### config.mk
export PLATFORM = sky130hd
export DESIGN_NAME = e1_sa_mfbuf
export DESIGN_NICKNAME = d
export VERILOG_FILES = /design/src/rtl/e1_sa_pkg.sv /design/src/rtl/e1_sa_rst_sync.sv /design/src/rtl/e1_sa_rx_capture.sv /design/src/rtl/e1_sa_tx_insert.sv /design/src/rtl/e1_sa_host_regs.sv /design/src/rtl/e1_sa_mfbuf.sv
export SDC_FILE = /design/constraint.sdc
export NUM_CORES = 1
export LEC_CHECK = 0
export BUFFER_PORTS_ARGS = -buffer_cell sky130_fd_sc_hd__buf_2
export CORE_MARGIN = 2
export CORE_UTILIZATION = 25
export CTS_CLUSTER_SIZE = 12
export DETAILED_ROUTE_END_ITERATION = 8
export HOLD_SLACK_MARGIN = 0.08
export PLACE_DENSITY = 0.52
export SKIP_LAST_GASP = 1
export SLEW_MARGIN = 5
export SYNTH_ARGS = -nofsm -noshare
export SYNTH_HDL_FRONTEND = slang
export SYNTH_SLANG_ARGS = --single-unit
### constraint.sdc
create_clock -name clk -period 6.05 [get_ports clk]
set_input_delay 0.605 -clock clk [delete_from_list [all_inputs] [get_ports clk]]
set_output_delay 0.605 -clock clk [all_outputs]
set_load 0.01 [all_outputs]
### src/rtl/e1_sa_pkg.sv
package e1_sa_pkg;
  localparam int SA_NUM_DEF    = 5;
  localparam int SW_NUM_DEF    = 8;
  localparam int TS_W_DEF      = 8;
  localparam int SA_FIRST_DEF  = 4;
  localparam int ADDR_W_DEF    = 4;
  localparam int RX_BASE_DEF   = 0;
  localparam int TX_BASE_DEF   = 8;
  localparam int STAT_ADDR_DEF = 15;
  localparam int STAT_RX_BIT   = 0;
  localparam int STAT_TX_BIT   = 1;

  // Line position p (1 = first sent, MSB) maps to vector index ts_w - p.
  function automatic int sa_pos(int ts_w, int first, int lane);
    return ts_w - (first + lane);
  endfunction

  function automatic logic [31:0] sa_mask(int ts_w, int first, int lanes);
    logic [31:0] m;
    m = '0;
    for (int l = 0; l < lanes; l++) m[sa_pos(ts_w, first, l)] = 1'b1;
    return m;
  endfunction
endpackage

### src/rtl/e1_sa_rst_sync.sv
module e1_sa_rst_sync (
  input  logic clk,
  input  logic rst_n,
  output logic rst_sync_n
);
  logic stage1_q;
  logic stage2_q;

  always_ff @(posedge clk or negedge rst_n) begin
    if (!rst_n) begin
      stage1_q <= 1'b0;
      stage2_q <= 1'b0;
    end else begin
      stage1_q <= 1'b1;
      stage2_q <= stage1_q;
    end
  end

  assign rst_sync_n = stage2_q;
endmodule

### src/rtl/e1_sa_rx_capture.sv
module e1_sa_rx_capture
  import e1_sa_pkg::*;
#(
  parameter int SA_NUM   = SA_NUM_DEF,
  parameter int SW_NUM   = SW_NUM_DEF,
  parameter int TS_W     = TS_W_DEF,
  parameter int SA_FIRST = SA_FIRST_DEF
) (
  input  logic                           clk,
  input  logic                           rst_n,
  input  logic                           frame_stb,
  input  logic                           nfas,
  input  logic                           mf_begin,
  input  logic [TS_W-1:0]                ts0,
  output logic [SA_NUM-1:0][SW_NUM-1:0]  rx_regs,
  output logic                           mf_evt
);
  localparam int CNT_W = $clog2(SW_NUM + 1);
  localparam logic [31:0] MASK32 = sa_mask(TS_W, SA_FIRST, SA_NUM);
  localparam logic [TS_W-1:0] SA_MASK = MASK32[TS_W-1:0];

  logic [CNT_W-1:0]                cnt_q, cnt_d;
  logic [SA_NUM-1:0][SW_NUM-1:0]   acc_q, acc_d;
  logic [SA_NUM-1:0][SW_NUM-1:0]   regs_q;
  logic [SA_NUM-1:0]               lane_bit;
  logic                            in_window;
  logic                            cap;
  logic                            cnt_en;
  logic                            unused_bits;

  genvar l;
  generate
    for (l = 0; l < SA_NUM; l++) begin : g_lane
      localparam int POS = sa_pos(TS_W, SA_FIRST, l);
      assign lane_bit[l] = ts0[POS];
    end
  endgenerate

  assign unused_bits = ^(ts0 & ~SA_MASK);

  assign mf_evt    = frame_stb & mf_begin;
  assign in_window = (cnt_q < CNT_W'(SW_NUM));
  assign cap       = frame_stb & nfas & ~mf_begin & in_window;
  assign cnt_en    = mf_evt | cap;

  always_comb begin
    cnt_d = cnt_q;
    if (mf_evt)   cnt_d = '0;
    else if (cap) cnt_d = cnt_q + CNT_W'(1);
  end

  always_comb begin
    acc_d = acc_q;
    for (int ln = 0; ln < SA_NUM; ln++) begin
      for (int s = 0; s < SW_NUM; s++) begin
        if (cnt_q == CNT_W'(s)) acc_d[ln][s] = lane_bit[ln];
      end
    end
  end

  always_ff @(posedge clk or negedge rst_n) begin
    if (!rst_n) begin
      cnt_q  <= '0;
      acc_q  <= '0;
      regs_q <= '0;
    end else begin
      if (cnt_en) cnt_q  <= cnt_d;
      if (cap)    acc_q  <= acc_d;
      if (mf_evt) regs_q <= acc_q;
    end
  end

  assign rx_regs = regs_q;


  rx_hold_chk: assert property (@(posedge clk) disable iff (!rst_n)
    !mf_evt |=> $stable(rx_regs));
endmodule

### src/rtl/e1_sa_tx_insert.sv
module e1_sa_tx_insert
  import e1_sa_pkg::*;
#(
  parameter int SA_NUM   = SA_NUM_DEF,
  parameter int SW_NUM   = SW_NUM_DEF,
  parameter int TS_W     = TS_W_DEF,
  parameter int SA_FIRST = SA_FIRST_DEF
) (
  input  logic                           clk,
  input  logic                           rst_n,
  input  logic                           frame_stb,
  input  logic                           nfas,
  input  logic                           mf_begin,
  input  logic                           transp,
  input  logic [TS_W-1:0]                ts0_in,
  input  logic [SA_NUM-1:0][SW_NUM-1:0]  xregs,
  output logic [TS_W-1:0]                ts0_out,
  output logic                           mf_evt
);
  localparam int CNT_W = $clog2(SW_NUM + 1);

  logic [CNT_W-1:0]               cnt_q, cnt_d;
  logic [SA_NUM-1:0][SW_NUM-1:0]  shadow_q;
  logic [SA_NUM-1:0]              lane_bits;
  logic                           in_window;
  logic                           adv;
  logic                           cnt_en;
  logic                           insert;

  assign mf_evt    = frame_stb & mf_begin;
  assign in_window = (cnt_q < CNT_W'(SW_NUM));
  assign adv       = frame_stb & nfas & ~mf_begin & in_window;
  assign cnt_en    = mf_evt | adv;
  assign insert    = nfas & ~mf_begin & ~transp & in_window;

  always_comb begin
    cnt_d = cnt_q;
    if (mf_evt)   cnt_d = '0;
    else if (adv) cnt_d = cnt_q + CNT_W'(1);
  end

  genvar l;
  generate
    for (l = 0; l < SA_NUM; l++) begin : g_lane
      always_comb begin
        lane_bits[l] = 1'b0;
        for (int s = 0; s < SW_NUM; s++) begin
          if (cnt_q == CNT_W'(s)) lane_bits[l] = shadow_q[l][s];
        end
      end
    end
  endgenerate

  always_comb begin
    ts0_out = ts0_in;
    if (insert) begin
      for (int ln = 0; ln < SA_NUM; ln++) begin
        ts0_out[sa_pos(TS_W, SA_FIRST, ln)] = lane_bits[ln];
      end
    end
  end

  always_ff @(posedge clk or negedge rst_n) begin
    if (!rst_n) begin
      cnt_q    <= '0;
      shadow_q <= '0;
    end else begin
      if (cnt_en) cnt_q    <= cnt_d;
      if (mf_evt) shadow_q <= xregs;
    end
  end


  shadow_hold_chk: assert property (@(posedge clk) disable iff (!rst_n)
    !mf_evt |=> $stable(shadow_q));


  shadow_load_chk: assert property (@(posedge clk) disable iff (!rst_n)
    mf_evt |=> shadow_q == $past(xregs));


  transp_pass_chk: assert property (@(posedge clk) disable iff (!rst_n)
    transp |-> ts0_out == ts0_in);
endmodule

### src/rtl/e1_sa_host_regs.sv
module e1_sa_host_regs
  import e1_sa_pkg::*;
#(
  parameter int SA_NUM    = SA_NUM_DEF,
  parameter int DATA_W    = SW_NUM_DEF,
  parameter int ADDR_W    = ADDR_W_DEF,
  parameter int RX_BASE   = RX_BASE_DEF,
  parameter int TX_BASE   = TX_BASE_DEF,
  parameter int STAT_ADDR = STAT_ADDR_DEF
) (
  input  logic                           clk,
  input  logic                           rst_n,
  input  logic                           wr,
  input  logic                           rd,
  input  logic [ADDR_W-1:0]              addr,
  input  logic [DATA_W-1:0]              wdata,
  output logic [DATA_W-1:0]              rdata,
  input  logic [SA_NUM-1:0][DATA_W-1:0]  rx_regs,
  input  logic                           rx_evt,
  input  logic                           tx_evt,
  output logic [SA_NUM-1:0][DATA_W-1:0]  xregs,
  output logic                           irq_rx,
  output logic                           irq_tx
);
  logic [SA_NUM-1:0][DATA_W-1:0]  xregs_q, xregs_d;
  logic [SA_NUM-1:0]              xwr_hit;
  logic                           xwr_en;
  logic                           stat_rd;
  logic                           irq_rx_q, irq_rx_d;
  logic                           irq_tx_q, irq_tx_d;

  genvar l;
  generate
    for (l = 0; l < SA_NUM; l++) begin : g_wdec
      assign xwr_hit[l] = wr && (addr == ADDR_W'(TX_BASE + l));
    end
  endgenerate

  assign xwr_en  = |xwr_hit;
  assign stat_rd = rd && (addr == ADDR_W'(STAT_ADDR));

  always_comb begin
    xregs_d = xregs_q;
    for (int ln = 0; ln < SA_NUM; ln++) begin
      if (xwr_hit[ln]) xregs_d[ln] = wdata;
    end
  end

  // A new event outranks a clear in the same cycle.
  always_comb begin
    irq_rx_d = rx_evt | (irq_rx_q & ~stat_rd);
    irq_tx_d = tx_evt | (irq_tx_q & ~stat_rd);
  end

  always_ff @(posedge clk or negedge rst_n) begin
    if (!rst_n) begin
      xregs_q  <= '0;
      irq_rx_q <= 1'b0;
      irq_tx_q <= 1'b0;
    end else begin
      if (xwr_en) xregs_q <= xregs_d;
      irq_rx_q <= irq_rx_d;
      irq_tx_q <= irq_tx_d;
    end
  end

  always_comb begin
    rdata = '0;
    for (int ln = 0; ln < SA_NUM; ln++) begin
      if (addr == ADDR_W'(RX_BASE + ln)) rdata = rx_regs[ln];
      if (addr == ADDR_W'(TX_BASE + ln)) rdata = xregs_q[ln];
    end
    if (addr == ADDR_W'(STAT_ADDR)) begin
      rdata[STAT_RX_BIT] = irq_rx_q;
      rdata[STAT_TX_BIT] = irq_tx_q;
    end
  end

  assign xregs  = xregs_q;
  assign irq_rx = irq_rx_q;
  assign irq_tx = irq_tx_q;


  rx_flag_set_chk: assert property (@(posedge clk) disable iff (!rst_n)
    rx_evt |=> irq_rx);


  tx_flag_set_chk: assert property (@(posedge clk) disable iff (!rst_n)
    tx_evt |=> irq_tx);


  flag_clear_chk: assert property (@(posedge clk) disable iff (!rst_n)
    (stat_rd && !rx_evt) |=> !irq_rx);


  xreg_write_chk: assert property (@(posedge clk) disable iff (!rst_n)
    (wr && addr == ADDR_W'(TX_BASE)) |=> xregs[0] == $past(wdata));
endmodule

### src/rtl/e1_sa_mfbuf.sv
module e1_sa_mfbuf
  import e1_sa_pkg::*;
#(
  parameter int SA_NUM    = SA_NUM_DEF,
  parameter int SW_NUM    = SW_NUM_DEF,
  parameter int TS_W      = TS_W_DEF,
  parameter int SA_FIRST  = SA_FIRST_DEF,
  parameter int ADDR_W    = ADDR_W_DEF,
  parameter int RX_BASE   = RX_BASE_DEF,
  parameter int TX_BASE   = TX_BASE_DEF,
  parameter int STAT_ADDR = STAT_ADDR_DEF
) (
  input  logic              clk,
  input  logic              rst_n,
  input  logic              rx_frame_stb,
  input  logic              rx_nfas,
  input  logic              rx_mf_begin,
  input  logic [TS_W-1:0]   rx_ts0,
  input  logic              tx_frame_stb,
  input  logic              tx_nfas,
  input  logic              tx_mf_begin,
  input  logic              tx_ts0_transp,
  input  logic [TS_W-1:0]   tx_ts0_in,
  output logic [TS_W-1:0]   tx_ts0_out,
  input  logic              host_wr,
  input  logic              host_rd,
  input  logic [ADDR_W-1:0] host_addr,
  input  logic [SW_NUM-1:0] host_wdata,
  output logic [SW_NUM-1:0] host_rdata,
  output logic              irq_rx_mf,
  output logic              irq_tx_mf
);
  logic                           rst_sync_n;
  logic [SA_NUM-1:0][SW_NUM-1:0]  rx_regs;
  logic [SA_NUM-1:0][SW_NUM-1:0]  xregs;
  logic                           rx_evt;
  logic                           tx_evt;

  e1_sa_rst_sync u_rst (
    .clk        (clk),
    .rst_n      (rst_n),
    .rst_sync_n (rst_sync_n)
  );

  e1_sa_rx_capture #(
    .SA_NUM(SA_NUM), .SW_NUM(SW_NUM), .TS_W(TS_W), .SA_FIRST(SA_FIRST)
  ) u_rx (
    .clk       (clk),
    .rst_n     (rst_sync_n),
    .frame_stb (rx_frame_stb),
    .nfas      (rx_nfas),
    .mf_begin  (rx_mf_begin),
    .ts0       (rx_ts0),
    .rx_regs   (rx_regs),
    .mf_evt    (rx_evt)
  );

  e1_sa_tx_insert #(
    .SA_NUM(SA_NUM), .SW_NUM(SW_NUM), .TS_W(TS_W), .SA_FIRST(SA_FIRST)
  ) u_tx (
    .clk       (clk),
    .rst_n     (rst_sync_n),
    .frame_stb (tx_frame_stb),
    .nfas      (tx_nfas),
    .mf_begin  (tx_mf_begin),
    .transp    (tx_ts0_transp),
    .ts0_in    (tx_ts0_in),
    .xregs     (xregs),
    .ts0_out   (tx_ts0_out),
    .mf_evt    (tx_evt)
  );

  e1_sa_host_regs #(
    .SA_NUM(SA_NUM), .DATA_W(SW_NUM), .ADDR_W(ADDR_W),
    .RX_BASE(RX_BASE), .TX_BASE(TX_BASE), .STAT_ADDR(STAT_ADDR)
  ) u_host (
    .clk     (clk),
    .rst_n   (rst_sync_n),
    .wr      (host_wr),
    .rd      (host_rd),
    .addr    (host_addr),
    .wdata   (host_wdata),
    .rdata   (host_rdata),
    .rx_regs (rx_regs),
    .rx_evt  (rx_evt),
    .tx_evt  (tx_evt),
    .xregs   (xregs),
    .irq_rx  (irq_rx_mf),
    .irq_tx  (irq_tx_mf)
  );
endmodule

==> flow_summary.ini <==
[setup_path]
startpoint_type = register
crit_fanout = 12
critical_path_required_ns = 5.44
slowest_stage = ha_1
crit_arrival_ns = 2.92
path_class = reg -> out
cp_cell_sequence = inv_1 > ha_1 > nor2b_1 > a221o_1 > a221oi_1 > o221ai_1 > buf_2
critPathCaptureType = primary output
max_stage_delay_ns = 0.46

[power_and_ir_drop]
peakVddDrop_uv = 186.7
leakagePower_uw = 0.004072
powerDensity_nw_per_um2 = 377.5

[routing]
wl_um = 17920
antenna_left = 0
remaining_drc_errors = 0
wl_per_cell_um = 17.24
viasPerCell = 4.546
firstDrtPassIters = 4
drtIter0Drc = 227
num_vias = 4723

[grt]
antenna_found_initial = 3
grt_pass1_vias = 4700
grt_pass1_wl_um = 28700
grt_usage = 0.1128
grt_max_degree = 171
grt_overflow = 0

[finish]
fin_area_um2 = 9124
layout_common_cells = dfrtp_1, mux2_2, buf_2
mostFrequentLayoutCell = dfrtp_1
nets = 676
area_growth_pct = 16.60
drive_gt1_frac = 0.4097

[clock_tree]
clk_latency_ns = 0.43
path_clk_slew_ns = 0.07
cts_buffer_depth = 2
cts-root-buf = clkbuf_16
clock-sinks = 172
numCtsBuffers = 17
cts_resized = 0
cts_tree = done
cts_max_level = 4

[sta]
finalSetupViolations = 0
slew_viol_final = 0
fin_crit_ns = 3.524
skew_ns = 0.01140
finalSetupTns_ns = 0
fmax_ghz = 0.2838
hold_viol = 0
finalCritPeriodShare = 0.5824
max-slew-margin-rel = 0.3121
holdWs_ns = 0.3521
worst_slew_pin_slew_ns = 1.028
rsz0062_at_grt = false

[die]
die_area_um2 = 32730
initial_utilization = 0.2551
die_x_um = 180.9
die-height_um = 180.9
rows = 64
io_pins = 57
core-area_um2 = 30670

[synth]
synthCells = 590
synthDistinctLibCells = 48
syn-num-nets = 637
syn_area_um2 = 7825
synth_top_flop_cell = dfrtp_1
ys.warnings.count = 0
synth-async-reset-ratio = 1.000
synth_edf_count = 0
synth.avg_cell_area_um2 = 13.26
synth_seq_cells = 172
yosysSeqAreaShare = 0.5500

[place]
gp_congestion = 0.7555
port-buffer-count = 47
dp.final_hpwl_um = 12650
placed_area_um2 = 8452

[run]
cap_violations = 0

[hold_path]
holdCritPathClass = reg -> reg

[status]
status = finished, final reports clean
cell type report:
type	count	area, um2
antenna	1	2.502
clock buffer	21	470.5
clock inverter	11	188.9
fill	3113	21550
inverter	19	71.32
multi-input combinational	370	3322
sequential	172	4308
tap	396	495.5
timing repair buffer	49	265.3
where the power goes:
group / switching, uW / internal, uW / leakage, uW
logic: 249 / 339 / 0.00157
registers: 208 / 1440 / 0.00219
clock network: 446 / 764 / 0.000319
total: 902 / 2540 / 0.00407
cells in the mapped netlist, drive strengths merged (2+ instances only):
cell,count,area share
nand2b,3,0.0024
a221oi,10,0.011
clkbuf,8,0.0038
dfrtp,172,0.55
a22o,6,0.0067
mux2i,7,0.0090
nand2,31,0.015
nor3b,2,0.0034
nand3,9,0.0058
buf,21,0.013
o22ai,7,0.0056
mux4,6,0.017
o221ai,5,0.0056
a221o,9,0.012
mux2,165,0.24
and3b,4,0.0045
o21ai,20,0.013
or2,2,0.0016
nor3,5,0.0032
a211oi,3,0.0045
nor2,14,0.0086
nand4,3,0.0024
a22oi,6,0.0058
ha,8,0.013
nor2b,14,0.011
inv,19,0.0091
and2,3,0.0024
a21oi,16,0.010
routing by layer:
layer | GRT usage | vias to the layer above | wire length, um
li1 | - | 2249 | -
met1 | 0.1603 | 2391 | 9085
met2 | 0.1700 | 63 | 8004
met3 | 0.02923 | 16 | 627
met4 | 0.03000 | 4 | 166
met5 | 0 | - | 32
metrics by stage:
stage	std cells	utilization	worst slack, ns	power [uW]
after detailed placement	1005	0.2756	2.962	2261
final	1039	0.2975	2.526	3444
after CTS	1038	0.2974	2.486	3485
after floorplan	590	-	0.9024	2043
after global routing	1039	0.2975	2.346	3616
after global placement	1005	0.2756	2.973	2240
critical path: cells and delay by family (launching register included):
family	cells	cell delay (ns)
AO/OA/AOI/OAI	3	1.01
buffers and inverters	2	0.30
adder cells (fa/ha/maj)	1	0.46
AND/OR/NAND/NOR	1	0.30
flip-flops	1	0.42
cell families (layout without fill, tap and decap cells):
group	count (synthesis)	count (layout)	synth area share
adder cells (fa/ha/maj)	8	8	0.01279
other	1	2	0.0004792
flip-flops	172	172	0.5500
AO/OA/AOI/OAI	88	88	0.07979
multiplexers	178	178	0.2637
buffers and inverters	48	100	0.02606
AND/OR/NAND/NOR	95	95	0.06716
flip-flops by register name (all words and copies together) (netlist names):
| name | flops |
|---|---|
| u_host.xregs | 40 |
| u_rx.cnt_q | 4 |
| u_rst.stage1_q | 1 |
| u_host.irq_rx | 1 |
| u_rx.acc_q | 40 |
| u_rx.rx_regs | 40 |
| u_rst.rst_sync_n | 1 |
| u_host.irq_tx | 1 |
| u_tx.cnt_q | 4 |
| u_tx.shadow_q | 40 |
repair_timing:
action / 4_1_cts / 5_1_grt
setup buffers: 0 / 0
hold buffers: 1 / 0
hold endpoints to repair: 2 / 0
final timing paths:
path	endpoint	depth (start not counted)	slack [ns]	from
worst max-delay path	tx_ts0_out[0]	7	2.53	u_tx.cnt_q[1]
worst min-delay path	u_rst.rst_sync_n	0	0.35	u_rst.stage1_q
worst max register to register	u_rx.acc_q[30]	4	4.39	u_rx.cnt_q[3]
worst min register to register	u_rst.rst_sync_n	0	0.35	u_rst.stage1_q
max in group asynchronous	u_host.xregs[38]	1	4.83	u_rst.rst_sync_n
min in group asynchronous	u_rx.acc_q[24]	1	0.48	u_rst.rst_sync_n
(Power assumes the default switching activity.)
